**src/rtl/acc_core_pkg.sv**
```systemverilog
package acc_core_pkg;
    localparam int ADDR_W   = 16;
    localparam int DATA_W   = 8;
    localparam int NUM_REGS = 4;
    localparam int REG_IDX_W = $clog2(NUM_REGS);
    localparam logic [REG_IDX_W-1:0] REG_ACC = '0;
    localparam logic [ADDR_W-1:0] RESET_VEC = 16'h1400;

    localparam logic [DATA_W-1:0] OPC_LOAD = 8'hB0;
    localparam logic [DATA_W-1:0] OPC_ADD  = 8'h04;
    localparam logic [DATA_W-1:0] OPC_HALT = 8'hF4;

    typedef enum logic [1:0] {
        ST_OPCODE = 2'd0,
        ST_IMMED  = 2'd1,
        ST_HALTED = 2'd2
    } seq_state_t;

    typedef enum logic {
        EX_LOAD = 1'b0,
        EX_ADD  = 1'b1
    } ex_kind_t;

    typedef struct packed {
        logic                  wr_en;
        ex_kind_t              kind;
        logic [DATA_W-1:0]     imm;
    } exec_req_t;

    function automatic logic [DATA_W:0] add_wide(input logic [DATA_W-1:0] a,
                                                 input logic [DATA_W-1:0] b);
        return {1'b0, a} + {1'b0, b};
    endfunction
endpackage

```
**src/rtl/acc_seq.sv**
```systemverilog
module acc_seq
    import acc_core_pkg::*;
(
    input  logic              clk,
    input  logic              rst,
    input  logic [DATA_W-1:0] mem_data,
    input  logic              mem_rdy,
    output logic [ADDR_W-1:0] mem_addr,
    output logic              mem_rd,
    output logic              halted,
    output exec_req_t         req
);
    seq_state_t        st_q;
    logic [ADDR_W-1:0] pc_q;
    ex_kind_t          kind_q;
    logic              take;

    assign mem_rd   = (st_q != ST_HALTED);
    assign mem_addr = pc_q;
    assign halted   = (st_q == ST_HALTED);
    assign take     = mem_rd && mem_rdy;

    always_ff @(posedge clk) begin
        if (rst) begin
            st_q   <= ST_OPCODE;
            pc_q   <= RESET_VEC;
            kind_q <= EX_LOAD;
        end else begin
            case (st_q)
                ST_OPCODE: if (take) begin
                    pc_q <= pc_q + 1'b1;
                    case (mem_data)
                        OPC_LOAD: begin st_q <= ST_IMMED; kind_q <= EX_LOAD; end
                        OPC_ADD:  begin st_q <= ST_IMMED; kind_q <= EX_ADD;  end
                        OPC_HALT: st_q <= ST_HALTED;
                        default:  st_q <= ST_OPCODE;
                    endcase
                end
                ST_IMMED: if (take) begin
                    pc_q <= pc_q + 1'b1;
                    st_q <= ST_OPCODE;
                end
                default: st_q <= ST_HALTED;
            endcase
        end
    end

    always_comb begin
        req.wr_en = (st_q == ST_IMMED) && take;
        req.kind  = kind_q;
        req.imm   = mem_data;
    end

    p_reset_vector_r1: assert property (@(posedge clk) disable iff (rst)
        $past(rst) |-> (mem_addr == RESET_VEC && mem_rd && !halted));

    p_strobe_hold_r2: assert property (@(posedge clk) disable iff (rst)
        (mem_rd && !mem_rdy) |=> (mem_rd && $stable(mem_addr)));

    p_pc_step_r5: assert property (@(posedge clk) disable iff (rst)
        (mem_rd && mem_rdy) |=> (mem_addr == $past(mem_addr) + 1'b1));

    p_halt_freeze_r6: assert property (@(posedge clk) disable iff (rst)
        halted |=> (halted && !mem_rd && $stable(mem_addr)));
endmodule

```
**src/rtl/acc_alu.sv**
```systemverilog
module acc_alu
    import acc_core_pkg::*;
(
    input  logic [DATA_W-1:0] op_a,
    input  logic [DATA_W-1:0] op_b,
    output logic [DATA_W-1:0] sum,
    output logic              cout
);
    logic [DATA_W:0] wide;

    assign wide = add_wide(op_a, op_b);
    assign sum  = wide[DATA_W-1:0];
    assign cout = wide[DATA_W];
endmodule

```
**src/rtl/acc_regs.sv**
```systemverilog
module acc_regs
    import acc_core_pkg::*;
(
    input  logic              clk,
    input  logic              rst,
    input  exec_req_t         req,
    input  logic [DATA_W-1:0] sum,
    input  logic              cout,
    output logic [DATA_W-1:0] acc,
    output logic              carry
);
    logic [DATA_W-1:0] gpr_q [NUM_REGS];
    logic              carry_q;

    for (genvar g = 0; g < NUM_REGS; g++) begin : g_gpr
        always_ff @(posedge clk) begin
            if (rst) begin
                gpr_q[g] <= '0;
            end else if (req.wr_en && (REG_IDX_W'(g) == REG_ACC)) begin
                gpr_q[g] <= (req.kind == EX_ADD) ? sum : req.imm;
            end
        end
    end

    always_ff @(posedge clk) begin
        if (rst) begin
            carry_q <= 1'b0;
        end else if (req.wr_en && req.kind == EX_ADD) begin
            carry_q <= cout;
        end
    end

    assign acc   = gpr_q[REG_ACC];
    assign carry = carry_q;

    p_load_keeps_carry_r3: assert property (@(posedge clk) disable iff (rst)
        (req.wr_en && req.kind == EX_LOAD) |=> (acc == $past(req.imm) && $stable(carry)));

    p_idle_keeps_acc_r7: assert property (@(posedge clk) disable iff (rst)
        !req.wr_en |=> ($stable(acc) && $stable(carry)));
endmodule

```
**src/rtl/acc_core.sv**
```systemverilog
module acc_core
    import acc_core_pkg::*;
(
    input  logic              clk,
    input  logic              rst,
    output logic [ADDR_W-1:0] mem_addr,
    output logic              mem_rd,
    input  logic [DATA_W-1:0] mem_data,
    input  logic              mem_rdy,
    output logic              halted,
    output logic [DATA_W-1:0] acc_view,
    output logic              carry_view
);
    exec_req_t         req;
    logic [DATA_W-1:0] sum;
    logic              cout;
    logic [DATA_W-1:0] acc;
    logic              carry;

    acc_seq u_seq (
        .clk      (clk),
        .rst      (rst),
        .mem_data (mem_data),
        .mem_rdy  (mem_rdy),
        .mem_addr (mem_addr),
        .mem_rd   (mem_rd),
        .halted   (halted),
        .req      (req)
    );

    acc_alu u_alu (
        .op_a (acc),
        .op_b (req.imm),
        .sum  (sum),
        .cout (cout)
    );

    acc_regs u_regs (
        .clk   (clk),
        .rst   (rst),
        .req   (req),
        .sum   (sum),
        .cout  (cout),
        .acc   (acc),
        .carry (carry)
    );

    assign acc_view   = acc;
    assign carry_view = carry;

    p_add_result_r4: assert property (@(posedge clk) disable iff (rst)
        (req.wr_en && req.kind == EX_ADD) |=>
        ({carry_view, acc_view} == ({1'b0, $past(acc_view)} + {1'b0, $past(mem_data)})));
endmodule

```
**config.mk**
```make
export PLATFORM = sky130hd
export DESIGN_NAME = acc_core
export DESIGN_NICKNAME = d
export VERILOG_FILES = /design/src/rtl/acc_core_pkg.sv /design/src/rtl/acc_seq.sv /design/src/rtl/acc_alu.sv /design/src/rtl/acc_regs.sv /design/src/rtl/acc_core.sv
export SDC_FILE = /design/constraint.sdc
export NUM_CORES = 1
export LEC_CHECK = 0
export BUFFER_PORTS_ARGS = -buffer_cell sky130_fd_sc_hd__buf_2
export CAP_MARGIN = 10
export CORE_ASPECT_RATIO = 1.25
export CORE_MARGIN = 2
export CORE_UTILIZATION = 28
export DETAILED_ROUTE_END_ITERATION = 10
export PLACE_DENSITY = 0.44
export SLEW_MARGIN = 10
export SYNTH_ARGS = -nofsm -noshare
export SYNTH_HDL_FRONTEND = slang
export SYNTH_SLANG_ARGS = --single-unit
export TNS_END_PERCENT = 30
```
**constraint.sdc**
```tcl
create_clock -name clk -period 3 [get_ports clk]
set_input_delay 0.9 -clock clk [delete_from_list [all_inputs] [get_ports clk]]
set_output_delay 0.9 -clock clk [all_outputs]
set_load 0.01 [all_outputs]
```
==> After elaboration in Yosys (flattened, before gate mapping) <==
Memories as Yosys holds them, arrays and structs flattened.
Cells that the tools add are included.
{ "word_totals": {"regBits": 20, "ramBits": 32, "elab_cells": 38, "n_memories": 1} }
{ "classes": {"add_sub_neg": 2, "eq_ne": 8, "muxes": 12, "n_bitwise": 1, "n_reduce_logical": 10} }
{ "mem_list": {"columns": ["memory", "words", "word_bits", "rd", "rd_ports_with_merged_regs", "write_ports", "line_no", "source"], "rows": [
  ["u_regs.gpr_q", 4, 8, 1, 0, 4, "acc_regs.sv:12", "logic [DATA_W-1:0] gpr_q [NUM_REGS];"]
]} }
{ "op_table": {"columns": ["operator", "n"], "rows": [
  ["adder 16 x 1 -> 16 bit (second input constant)", 1],
  ["== test 8 bit (second input constant)", 2],
  ["2-to-1 mux 8 bit", 2],
  ["adder 8 x 8 -> 9 bit", 1],
  ["== test 8 x 3 -> 1 bit (second input constant)", 1],
  ["case mux 2 bit (2 select lines)", 2],
  ["2-to-1 mux 1 bit", 5],
  ["2-to-1 mux 2 bit", 2],
  ["inequality test 2 x 1 -> 1 bit (second input constant)", 2],
  ["AND reduction 2 bit", 2],
  ["OR reduction 2 bit", 2],
  ["logical AND 1 bit", 3],
  ["AND reduction 3 bit", 1],
  ["== test 2 x 1 -> 1 bit (second input constant)", 1],
  ["== test 2 bit (second input constant)", 1],
  ["zero test 2 bit", 1],
  ["inequality test 2 bit (second input constant)", 1],
  ["case mux 1 bit (2 select lines)", 1],
  ["nonzero test 2 bit", 1],
  ["bitwise OR 1 bit", 1]
]} }

==> Depth between registers and ports, before layout <==
{ "logic_depth": {"word_depth": 7, "mapped_depth": 6, "depth_no_buf": 6} }

==> Modules after synthesis <==
A second synthesis with hierarchy kept.
{ "hier_totals": {"hier_cells": 184, "area_unflattened_um2": 1734.2} }
{ "modules_own_cells": {"columns": ["mod", "n_inst", "cells_per_inst", "area_per_inst_um2", "seq_area_each_um2"], "rows": [
  ["acc_seq", 1, 110, 987.2, 380.4],
  ["acc_regs", 1, 32, 422.9, 260.2],
  ["acc_alu", 1, 42, 324.1, 0.0]
]} }

==> Least setup slack after synthesis <==
Ideal clock, no wire load.
{ "synth_path": {"path_type": "input -> register", "from": "input mem_data[0]", "to": "memory u_regs.gpr_q[0][4] (data pin)", "setup_ns": 0.254, "arrival_time_ns": 2.146, "required_ns": 2.746, "path_slack_ns": 0.599, "path_stages": 6, "path_buffers": 0, "path_cell_list": "ha_1 fa_1 a21o_1 a211oi_1 nor3b_1 o21a_1"} }
{ "synth_rtl": {"columns": ["item", "line_no", "source"], "rows": [
  ["start, declared", "acc_core.sv:8", "input logic [DATA_W-1:0] mem_data,"],
  ["end, declared", "acc_regs.sv:12", null]
]} }

==> results.ini <==
[run_status]
status = completed

[route]
drc = 0
first_pass_iters = 4
ant_nets = 0
first_iter_violations = 50
routed_via_density = 4.974
wire_per_inst_um = 13.40
vias = 1527
totalWireLength_um = 4114

[clock_tree]
clkTransAtPathRegs_ps = 100
numCtsBuffers = 3
cts_setup_buffers = 0
cts_hold_buf = 0
htree_levels = 1
cts_tree = yes
cts_max_path_buffers = 2
cts_root_buf = clkbuf_8
clk_latency_ps = 280
clock_sinks = 28
post_cts_resized = 0

[global_routing]
grt_pass1_vias = 1434
globalRouteOverflowTotal = 0
grt_pass1_wl_um = 6948
antenna_found_initial = 0
grt_usage_pct = 12.91
grt_max_degree = 24

[finish]
mostFrequentLayoutCells = 37 x buf_2, 22 x nor2_1, 20 x dfxtp_1, 12 x nand3_1, 10 x o21ai_0
final_common_cell = buf_2
area_growth_pct = 19.33
num_antenna_cells = 0
drive_above_1_share_pct = 21.33
multiInputGateArea_sq_um = 1049
stdcell_area_sq_um = 2054
fillCellCount = 636
seq_area_sq_um = 640.6
design.final.nets = 247

[synth]
synth_cell_type_count = 40
yosys_warnings = 0
synth-seq-cells = 28
syn_area_sq_um = 1722
avgSynthCellArea_sq_um = 9.158
synth_flop_cell = dfxtp_1
synth-async-reset-ratio_pct = 0
syn-num-nets = 209
synth_edf_count = 8
seq_area_frac_synth_pct = 37.21
netlist_instances = 188

[sta]
hold_viol = 0
maxSlewHeadroom_pct = 52.34
fin_setup_tns_ps = 0
rsz0062_at_grt = no
maxSlewViolCount = 0
setup_violations = 0
finalClockSkew_ps = 4.643
fmax_ghz = 0.4284
min_period_ps = 2334
layout_worst_path_cycle_share_pct = 77.80
worstMarginPinSlew_ps = 714.0

[setup_path]
path_buf_inv = 1
arrival_ps = 2380
cp-end-kind = flip-flop
path_class = primary input to flip-flop
max_stage_delay_ps = 430
slowest_stage = fa_1
critical_path.cell_chain = buf_2, ha_1, fa_1, a211oi_1, o21bai_1, nand4_1, nand3_1
start_kind = primary input
crit_cells = 7
rr_worst_depth = 6
crit_fanout = 3
cpLargestDelayFamily = adder cells
crit_start = mem_data[0]
r2r_start = u_regs.gpr_q[0][0]
worst_ep_required_time_ps = 3040

[power]
switching_power_w = 0.0001853
combPwrFrac_pct = 12.5
swShare_pct = 25.20
power.density_nw_per_um2 = 357.9
worst_ir_drop_vdd_mv = 0.1430
p_int_w = 0.0005500
leakage_nw = 0.8357
sequentialPowerShare_pct = 54.4
p_clk_share_pct = 33.1

[worst_hold_path]
hold_path_startpoint = u_seq.mem_addr[13]
holdPathStages = 2
hp-class = flip-flop to flip-flop

[die]
start_util_pct = 29.40
core.rowCount = 31
die_w_um = 74.14
coreArea_sq_um = 5857
io_pins = 38
die_area_sq_um = 6796
die_h_um = 91.67

[placed_design]
gp_congestion = 0.7921
hpwl_um = 3118
portBuffers = 37
dpl_cell_area_sq_um = 1999

[run]
maxCapViolCount = 0

## power by group through the flow
stage               Clock (W)  Combinational (W)  Sequential (W)
global route         0.000269           0.000103        0.000401
floorplan                   0          0.0000558        0.000412
CTS                  0.000254          0.0000946        0.000401
detailed placement          0          0.0000941        0.000409
finish               0.000243          0.0000921        0.000400
global placement            0          0.0000951        0.000409
## worst register-to-register path, cell delays in order (launching register included)
cell and delay, ps:
edfxtp_1 390, ha_1 230, fa_1 430, a211oi_1 330, o21bai_1 170, nand4_1 120, nand3_1 70
## registers in the layout, indices dropped and copies added, names as in the netlist
register	cells
u_seq.kind_q	1
u_seq.st_q	2
u_seq.mem_addr	16
u_regs.gpr_q	8
u_regs.carry	1
## worst paths after layout
path | endpoint | slack (ps)
max | u_regs.gpr_q[0][6] | 670
min | u_seq.mem_addr[13] | 520
max reg2reg | u_regs.gpr_q[0][6] | 1000
min reg2reg | u_seq.mem_addr[13] | 520
## routing by layer
layer / part of all wire (%) / up-vias / track usage [%]
met5: 0 / - / 0
met4: 1.5 / 0 / 4.545
met3: 3.8 / 5 / 1.978
met2: 49 / 34 / 21.58
met1: 46 / 714 / 16.55
li1: - / 774 / -
## synthesized netlist by cell type (2+ instances only)
library cell	n	area, sq um
ha_1	9	112.6
inv_1	2	7.510
nand4_1	6	37.54
xnor2_1	8	70.07
o21bai_1	3	22.52
a21oi_1	6	30.03
a211oi_1	4	30.03
nor2_1	22	82.58
nor2b_1	8	50.05
nand4b_1	5	43.79
clkbuf_1	4	15.01
or3_1	4	25.02
o21ai_0	10	50.05
mux2i_1	4	40.04
nand2_1	7	26.28
nand3_1	12	60.06
nor3_1	5	25.02
nand3b_1	2	15.01
dfxtp_1	20	400.4
nor4_1	5	31.28
and4_1	2	17.52
xor2_1	5	43.79
buf_2	2	10.01
a21o_1	7	52.55
edfxtp_1	8	240.2
nand2b_1	4	25.02
## logic make-up (layout without fill, tap and decap cells)
logic type	Yosys count	count (layout)	synth area share, %
AO/OA/AOI/OAI	34	34	12.79
AND/OR/NAND/NOR	90	90	30.81
buffers and inverters	8	45	1.889
adder cells (fa/ha/maj)	10	10	7.704
multiplexers	5	5	2.980
flip-flops	28	28	37.21
XOR/XNOR	13	13	6.613
## through the flow
step	hold slack, ps	setup slack (ps)	cells	utilization, %	total power [W]
5_1_grt	556.8	553.6	307	35.08	0.0007736
4_1_cts	522.3	661.5	307	35.08	0.0007490
2_1_floorplan	514.7	599.3	188	-	0.0004679
3_3_place_gp	501.9	378.9	303	34.14	0.0005043
6_report	522.2	665.9	307	35.08	0.0007354
3_5_place_dp	505.7	346.1	303	34.14	0.0005034
## cell type report
type	instances	area share, %
multi-input combinational	152	51.04
inverter	2	0.3654
clock buffer	4	2.680
tap	82	4.994
timing repair buffer	39	9.744
sequential	28	31.18
Note: power is estimated with default switching activity, not from simulation.
